===== src/rtl/lsu_pkg.sv =====
package lsu_pkg;
  typedef enum logic [2:0] {
    OP_LDW  = 3'd0,
    OP_STW  = 3'd1,
    OP_LDBS = 3'd2,
    OP_LDBU = 3'd3,
    OP_STB  = 3'd4
  } lsu_op_e;

  typedef enum logic {
    ST_IDLE   = 1'b0,
    ST_ACCESS = 1'b1
  } lsu_state_e;

  typedef struct packed {
    logic valid_op;
    logic is_word;
    logic is_byte;
    logic is_load;
    logic is_store;
    logic sext;
  } lsu_dec_t;
endpackage


===== src/rtl/lsu_agen.sv =====
module lsu_agen
  import lsu_pkg::*;
#(
  parameter int XLEN  = 32,
  parameter int OFF_W = 16,
  localparam int NB     = XLEN / 8,
  localparam int LANE_W = $clog2(NB)
) (
  input  logic [2:0]        op,
  input  logic [XLEN-1:0]   base,
  input  logic [OFF_W-1:0]  offset,
  output logic [XLEN-1:0]   ea,
  output lsu_dec_t          dec,
  output logic              misaligned
);
  logic [XLEN-1:0] off_ext;

  // Sign-extend the offset to the full address width before the add.
  assign off_ext = {{(XLEN-OFF_W){offset[OFF_W-1]}}, offset};
  assign ea      = base + off_ext;

  always_comb begin
    dec = '0;
    unique case (op)
      OP_LDW:  begin dec.valid_op = 1'b1; dec.is_word = 1'b1; dec.is_load  = 1'b1; end
      OP_STW:  begin dec.valid_op = 1'b1; dec.is_word = 1'b1; dec.is_store = 1'b1; end
      OP_LDBS: begin dec.valid_op = 1'b1; dec.is_byte = 1'b1; dec.is_load  = 1'b1; dec.sext = 1'b1; end
      OP_LDBU: begin dec.valid_op = 1'b1; dec.is_byte = 1'b1; dec.is_load  = 1'b1; end
      OP_STB:  begin dec.valid_op = 1'b1; dec.is_byte = 1'b1; dec.is_store = 1'b1; end
      default: dec = '0;
    endcase
  end

  // Only word accesses are checked; byte accesses are always aligned.
  assign misaligned = dec.is_word && (ea[LANE_W-1:0] != '0);
endmodule


===== src/rtl/lsu_store_lanes.sv =====
module lsu_store_lanes #(
  parameter int XLEN = 32,
  localparam int NB     = XLEN / 8,
  localparam int LANE_W = $clog2(NB)
) (
  input  logic              is_word,
  input  logic              is_byte,
  input  logic              is_store,
  input  logic [LANE_W-1:0] lane,
  input  logic [XLEN-1:0]   sdata,
  output logic [NB-1:0]     we,
  output logic [XLEN-1:0]   wdata
);
  // Lane i (address offset i) maps to bits XLEN-1-8i down to XLEN-8-8i.
  for (genvar i = 0; i < NB; i++) begin : g_lane
    localparam int HI = XLEN - 1 - 8 * i;
    assign we[NB-1-i]       = is_store && (is_word || (is_byte && lane == LANE_W'(i)));
    assign wdata[HI -: 8]   = is_word ? sdata[HI -: 8] : sdata[7:0];
  end
endmodule


===== src/rtl/lsu_load_extend.sv =====
module lsu_load_extend #(
  parameter int XLEN = 32,
  localparam int NB     = XLEN / 8,
  localparam int LANE_W = $clog2(NB)
) (
  input  logic [XLEN-1:0]   rdata,
  input  logic [LANE_W-1:0] lane,
  input  logic              is_word,
  input  logic              sext,
  output logic [XLEN-1:0]   result
);
  logic [7:0] lanes [NB];
  logic [7:0] picked;

  for (genvar i = 0; i < NB; i++) begin : g_pick
    assign lanes[i] = rdata[XLEN-1-8*i -: 8];
  end

  assign picked = lanes[lane];

  always_comb begin
    if (is_word)   result = rdata;
    else if (sext) result = {{(XLEN-8){picked[7]}}, picked};
    else           result = {{(XLEN-8){1'b0}}, picked};
  end
endmodule


===== src/rtl/lsu_unit.sv =====
module lsu_unit
  import lsu_pkg::*;
#(
  parameter int XLEN  = 32,
  parameter int OFF_W = 16,
  localparam int NB     = XLEN / 8,
  localparam int LANE_W = $clog2(NB)
) (
  input  logic             clk,
  input  logic             rst,
  input  logic             req_valid,
  input  logic [2:0]       req_op,
  input  logic [XLEN-1:0]  base,
  input  logic [OFF_W-1:0] offset,
  input  logic [XLEN-1:0]  store_data,
  output logic             busy,
  output logic             mem_req,
  output logic [XLEN-1:0]  mem_addr,
  output logic [NB-1:0]    mem_we,
  output logic [XLEN-1:0]  mem_wdata,
  input  logic [XLEN-1:0]  mem_rdata,
  input  logic             mem_ready,
  output logic             wb_valid,
  output logic [XLEN-1:0]  wb_data,
  output logic             align_fault
);
  lsu_state_e      state_q;
  lsu_dec_t        dec;
  logic [XLEN-1:0] ea;
  logic            misaligned;
  logic [NB-1:0]   we_c;
  logic [XLEN-1:0] wdata_c;
  logic [XLEN-1:0] ld_result;
  logic            accept;

  logic            ld_q, word_q, sext_q;
  logic [LANE_W-1:0] lane_q;

  lsu_agen #(.XLEN(XLEN), .OFF_W(OFF_W)) u_agen (
    .op(req_op), .base(base), .offset(offset),
    .ea(ea), .dec(dec), .misaligned(misaligned)
  );

  lsu_store_lanes #(.XLEN(XLEN)) u_st (
    .is_word(dec.is_word), .is_byte(dec.is_byte), .is_store(dec.is_store),
    .lane(ea[LANE_W-1:0]), .sdata(store_data),
    .we(we_c), .wdata(wdata_c)
  );

  lsu_load_extend #(.XLEN(XLEN)) u_ld (
    .rdata(mem_rdata), .lane(lane_q), .is_word(word_q), .sext(sext_q),
    .result(ld_result)
  );

  assign accept = req_valid && (state_q == ST_IDLE);
  assign busy   = (state_q == ST_ACCESS);

  always_ff @(posedge clk) begin
    if (rst) begin
      state_q     <= ST_IDLE;
      mem_req     <= 1'b0;
      mem_addr    <= '0;
      mem_we      <= '0;
      mem_wdata   <= '0;
      wb_valid    <= 1'b0;
      wb_data     <= '0;
      align_fault <= 1'b0;
      ld_q        <= 1'b0;
      word_q      <= 1'b0;
      sext_q      <= 1'b0;
      lane_q      <= '0;
    end else begin
      wb_valid    <= 1'b0;
      align_fault <= 1'b0;
      unique case (state_q)
        ST_IDLE: begin
          if (accept && dec.valid_op) begin
            if (misaligned) begin
              align_fault <= 1'b1;
            end else begin
              state_q   <= ST_ACCESS;
              mem_req   <= 1'b1;
              mem_addr  <= ea;
              mem_we    <= we_c;
              mem_wdata <= wdata_c;
              ld_q      <= dec.is_load;
              word_q    <= dec.is_word;
              sext_q    <= dec.sext;
              lane_q    <= ea[LANE_W-1:0];
            end
          end
        end
        ST_ACCESS: begin
          if (mem_ready) begin
            state_q <= ST_IDLE;
            mem_req <= 1'b0;
            mem_we  <= '0;
            if (ld_q) begin
              wb_valid <= 1'b1;
              wb_data  <= ld_result;
            end
          end
        end
        default: state_q <= ST_IDLE;
      endcase
    end
  end
endmodule


===== config.mk =====
export PLATFORM = sky130hd
export DESIGN_NAME = lsu_unit
export DESIGN_NICKNAME = d
export VERILOG_FILES = /design/src/rtl/lsu_pkg.sv /design/src/rtl/lsu_agen.sv /design/src/rtl/lsu_store_lanes.sv /design/src/rtl/lsu_load_extend.sv /design/src/rtl/lsu_unit.sv
export SDC_FILE = /design/constraint.sdc
export NUM_CORES = 1
export LEC_CHECK = 0
export BUFFER_PORTS_ARGS = -buffer_cell sky130_fd_sc_hd__buf_2
export CAP_MARGIN = 20
export CORE_MARGIN = 4
export CORE_UTILIZATION = 45
export CTS_CLUSTER_DIAMETER = 120
export DETAILED_ROUTE_END_ITERATION = 10
export GPL_ROUTABILITY_DRIVEN = 0
export PLACE_DENSITY = 0.88
export SLEW_MARGIN = 0
export SYNTH_ARGS = -nofsm -noshare
export SYNTH_HDL_FRONTEND = slang
export SYNTH_SLANG_ARGS = --single-unit
export TNS_END_PERCENT = 100

===== constraint.sdc =====
create_clock -name clk -period 2.2 [get_ports clk]
set_clock_uncertainty 0.2 [all_clocks]
set_input_delay 0 -clock clk [delete_from_list [all_inputs] [get_ports clk]]
set_output_delay 0 -clock clk [all_outputs]
set_load 0.05 [all_outputs]

* After elaboration in Yosys (flattened, before gate mapping) *
Cells that the tools add are included.
Widths: inputs -> output; s select.

operators by class
  $lt $le $gt $ge = 1
  reduce and logical (&&, ||, !) cells = 28
  muxes and demuxes = 28
  add/sub/neg operators = 1
  bitwise logic cells = 5
  equal/unequal tests = 10

operators with widths
  operator            number
  $mux 32             2
  $mux 8              5
  $add 32x32->32      1
  $bmux 8 s2          1
  $mux 1              14
  $mux 4              3
  $reduce_or 3->1     4
  $logic_and 1x1->1   11
  $reduce_and 3->1    3
  $pmux 4 s2          1
  $eq 3x2->1 const B  2
  $reduce_or 5->1     1
  $eq 2x2->1 const B  2
  $logic_or 1x1->1    4
  $ne 2x2->1 const B  2
  $not 1->1           4
  $pmux 1 s2          2
  $reduce_or 2->1     2
  $eq 3x1->1 const B  1
  $eq 3x3->1 const B  1
  $ge 3x3->1 const B  1
  $logic_not 3->1     1
  $not 2->3           1
  $eq 2x1->1 const B  1
  other kinds (3)     3

storage, ports and cells
  logic and storage cells = 85
  input port bits = 119
  output and inout bits = 104
  bits in registers = 109

* Longest topological paths before layout *
  word-level depth = 9
  depth in mapped cells = 10
  depth with buffers taken out = 9

* By module *
Synthesis repeated with hierarchy kept, for this count alone.

second synthesis, totals
  cell total of the unflattened synthesis = 911
  area, all modules = 6,717.7 µm²

by module, submodules not included
  module           area each (µm²)  instances  cells each  seq. area each (µm²)
  lsu_unit         3,868.7          1          463         2,142.1
  lsu_agen         1,926.8          1          277         0.0
  lsu_load_extend  558.0            1          95          0.0
  lsu_store_lanes  364.1            1          76          0.0

* Least setup slack after synthesis *
No wires, ideal clock.

  kind = reg-to-reg
  from = register, netlist name mem_addr[0]
  to = register wb_data[11]
  cell stages (with the launch flop) = 8
  data required time = 1.884 ns
  clock period less this slack = 2.388 ns
  setup time = 0.116 ns
  slack = -0.188 ns
  data arrival time = 2.072 ns
  path buffers = 2
  cell sequence = dfxtp_1 > buf_2 > mux4_2 > nand3b_1 > nand2_1 > clkbuf_1 > a21oi_1 > nor2_1

RTL lines
  item                  line             text
  end signal, assigned  lsu_unit.sv:100  wb_data <= ld_result;
  end, declared         lsu_unit.sv:24   output logic [XLEN-1:0] wb_data,

* Final worst setup path *
  from = input base[0]
  to = register mem_addr[30]

on the way
  longest elaborated chain between the ends = 5

ends and longest elaborated chain
  item                               line            text
  start, declared                    lsu_unit.sv:13  input logic [XLEN-1:0] base,
  $add 32x32->32 (*)                 lsu_agen.sv:20  assign ea = base + off_ext;
  $reduce_bool 2->1                  lsu_agen.sv:35  assign misaligned = dec.is_word && (ea[LANE_W-1:0] != '0);
  $logic_and 1x1->1                  lsu_agen.sv:35
  $not 1->1 (no source line)         n/a
  $reduce_and 3->1 (no source line)  n/a
  end signal, assigned               lsu_unit.sv:62  mem_addr <= '0;
  end signal, assigned               lsu_unit.sv:83  mem_addr <= ea;
  end, declared                      lsu_unit.sv:18  output logic [XLEN-1:0] mem_addr,

Every way passes the cells marked *; elsewhere a longest branch is shown, timed or not.
A chain may end at the register's enable or synchronous reset.

==> results.json <==
{
  "p_comb_share_pct": 31.7,
  "slew_violations": 0,
  "drtIter0Drc": 862,
  "leakagePower_nw": 4.216,
  "fin_nets": 1221,
  "wl_per_cell_um": 18.41,
  "crit_type": "input port to register",
  "synth_area_leader_cell": "dfxtp_1",
  "dieArea_mm2": 0.01511,
  "crit_chain": "buf_2 > ha_4 > fa_2 > a21oi_2 > nor2_1 > o311ai_1 > buf_4 > nand4b_1 > a31oi_4 > mux2i_1 > o21ai_0",
  "synth_flop_cell": "dfxtp_1",
  "syn-num-nets": 874,
  "slowest_delay_ns": 0.36,
  "htreeDepth": 3,
  "yosys-top-cells-count": "dfxtp_1, a21oi_1, nor2_1, nand2_1, o21ai_0",
  "synthesis.area_mm2": 0.005944,
  "yosysMostFrequentCell": "dfxtp_1",
  "cp-end-kind": "register",
  "tightest_slew_ns": 0.4870,
  "io_pins": 223,
  "synth_seq_cells": 107,
  "cts_tree": "done",
  "fin_hold_ws_ns": -0.02394,
  "ys_async_sr_fraction_pct": 0,
  "critical_path.max_fanout": 4,
  "die_h_um": 122.9,
  "cts_buffers": 9,
  "start_util_pct": 46.54,
  "ant_nets": 0,
  "fillers": 946,
  "drc": 0,
  "startpoint_type": "input port",
  "period_needed_ns": 2.111,
  "root_buffer": "clkbuf_16",
  "finalHoldViolations": 2,
  "clockPowerShare_pct": 30.4,
  "synth-seq-area-share_pct": 36.03,
  "layout_setup_ws_ns": 0.08895,
  "cp_slowest_cell": "fa_2",
  "place_hpwl_um": 15080,
  "fin_crit_sh_pct": 95.96,
  "rows": 41,
  "grt.overflow.total": 0,
  "syn_area_per_cell_um2": 8.222,
  "insertedDiodeCount": 0,
  "multi_input_area_mm2": 0.003623,
  "path_buf_inv": 2,
  "antenna_found_initial": 1,
  "intPower_mw": 3.572,
  "yosys_warnings": 0,
  "vias": 7337,
  "design_power_total_mw": 5.478,
  "grt_pass1_wl_um": 35740,
  "vdd_drop_max_mv": 0.5248,
  "p_sw_share_pct": 34.79,
  "grt_start_max_net_pins": 44,
  "synth_top_area_share_pct": 36.03,
  "violations": "negative hold slack",
  "min_path_type": "input port to register",
  "clock-sinks": 107,
  "synth_cells": 723,
  "postRouteWirelength_um": 22950,
  "required_ns": 2.22,
  "coreArea_mm2": 0.01277,
  "synth_area_leaders": "dfxtp_1, a21oi_1, ha_1",
  "max-cap-violations": 0,
  "die_w_um": 122.9,
  "synth_edf_count": 0,
  "drive_gt1_share_pct": 32.93,
  "crit_family": "compound AO/OA/AOI/OAI gates",
  "netSwitchingPower_mw": 1.906,
  "clock_latency_ns": 0.36,
  "preCtsSetupSlack_ns": -0.3895,
  "path_clk_slew_ns": 0.08,
  "finalSetupViolations": 0,
  "fmax_mhz": 473.7,
  "ys_types": 61,
  "power_frac_seq_pct": 37.9,
  "status": "finished, violations left",
  "power.density_mw_per_mm2": 614.9,
  "grt_usage_pct": 29.58,
  "grt_pass1_vias": 7337,
  "ff_latch_area_mm2": 0.002145,
  "detail_route.vias_per_cell": 5.884,
  "relSlewSlack_pct": 67.53,
  "cts_buffer_depth": 2,
  "cp_data_arrival_time_ns": 2.13,
  "syn_to_final_growth_pct": 49.86,
  "portBuffers": 222,
  "drt_pre_antenna_iters": 7
}
## cell families (layout without fill, tap and decap cells)
group / after synthesis / after routing / synth area share, %
xor gates and xnor gates: 13 / 13 / 1.915
DFF: 107 / 107 / 36.03
AOI/OAI and AO/OA: 247 / 247 / 27.62
adders and majority gates: 32 / 32 / 6.862
buffers and inverters: 65 / 417 / 4.146
muxes: 21 / 21 / 5.241
and+or+nand+nor: 238 / 238 / 18.19
## worst min-delay path: stages
cell and delay, ns:
buf_2 0.11, ha_4 0.23, nand2_1 0.09, a21oi_1 0.06
## power by group through the flow
stage	clock network, mW	registers [mW]	logic, mW
2_1_floorplan	0	2.40	0.692
3_3_place_gp	0	2.12	1.51
3_5_place_dp	0	2.12	1.54
4_1_cts	1.68	2.07	1.67
5_1_grt	1.76	2.09	1.86
6_report	1.67	2.08	1.73
## cell type report
class,instances,area share (%)
flip-flops and latches,107,24.07
well taps,172,2.416
repair buffers,386,28.79
multi-input cells,551,40.67
clock buffers,10,2.683
clock inverters,6,0.7303
inverters,15,0.6320
## registers in the layout, summed over array words and instances (netlist names)
signal and flops:
align_fault 1, busy 1, ld_q 1, mem_addr 32
mem_req 1, mem_wdata 32, mem_we 4, sext_q 1
wb_data 32, wb_valid 1, word_q 1
## stage by stage
stage	cells	utilization, %	cell area (um2)	TNS (ns)
detailed placement	1153	60.99	7790	-5.580
global placement	1153	60.99	7790	-3.029
finish	1247	69.74	8909	0
CTS	1246	69.47	8874	0
floorplan	723	-	5986	-0.01889
global route	1247	69.74	8909	-0.01283
## layout by cell type (no fill, tap or decap), types with 6 or more instances in the layout
master / count
buf_2: 222
o21ai_0: 42
a21oi_1: 85
mux4_2: 8
nand4_1: 9
nor2_1: 86
dfxtp_1: 105
xor2_1: 6
nand3_1: 17
ha_1: 30
inv_1: 15
buf_4: 85
a222oi_1: 24
nand2_1: 70
xnor2_1: 7
a211oi_1: 14
nor3_1: 15
mux2i_1: 12
dlygate4sd3_1: 76
a21o_1: 21
nand2b_1: 6
clkbuf_16: 9
o211ai_1: 8
## layer usage
layer	routed length, um	vias up	GRT usage (%)
met2	10920	451	49.57
met5	7	-	0
li1	-	3383	-
met3	2058	122	8.005
met1	8797	3379	35.07
met4	1174	2	14.14
## worst paths after layout
| path | from | end | slack (ns) | cells past startpoint |
|---|---|---|---|---|
| setup / recovery | base[0] | mem_addr[30]$_SDFFE_PP0P_ | 0.09 | 11 |
| setup reg to reg | busy$_SDFF_PP0_ | mem_wdata[8]$_SDFFE_PP0P_ | 0.24 | 6 |
| hold reg to reg | mem_wdata[7]$_SDFFE_PP0P_ | mem_wdata[7]$_SDFFE_PP0P_ | 0.26 | 2 |
| hold / removal | base[0] | mem_addr[0]$_SDFFE_PP0P_ | -0.02 | 4 |
## what timing repair did
| action | 4_1_cts | 5_1_grt |
|---|---|---|
| endpoints found under the hold margin | 82 | 0 |
| endpoints found under the setup margin | 1 | 48 |
| pin swaps | 0 | 6 |
| buffers inserted | 0 | 1 |
| hold buffers | 77 | 0 |
| gates resized for setup | 1 | 8 |
Power figures use the tool's default switching activity.
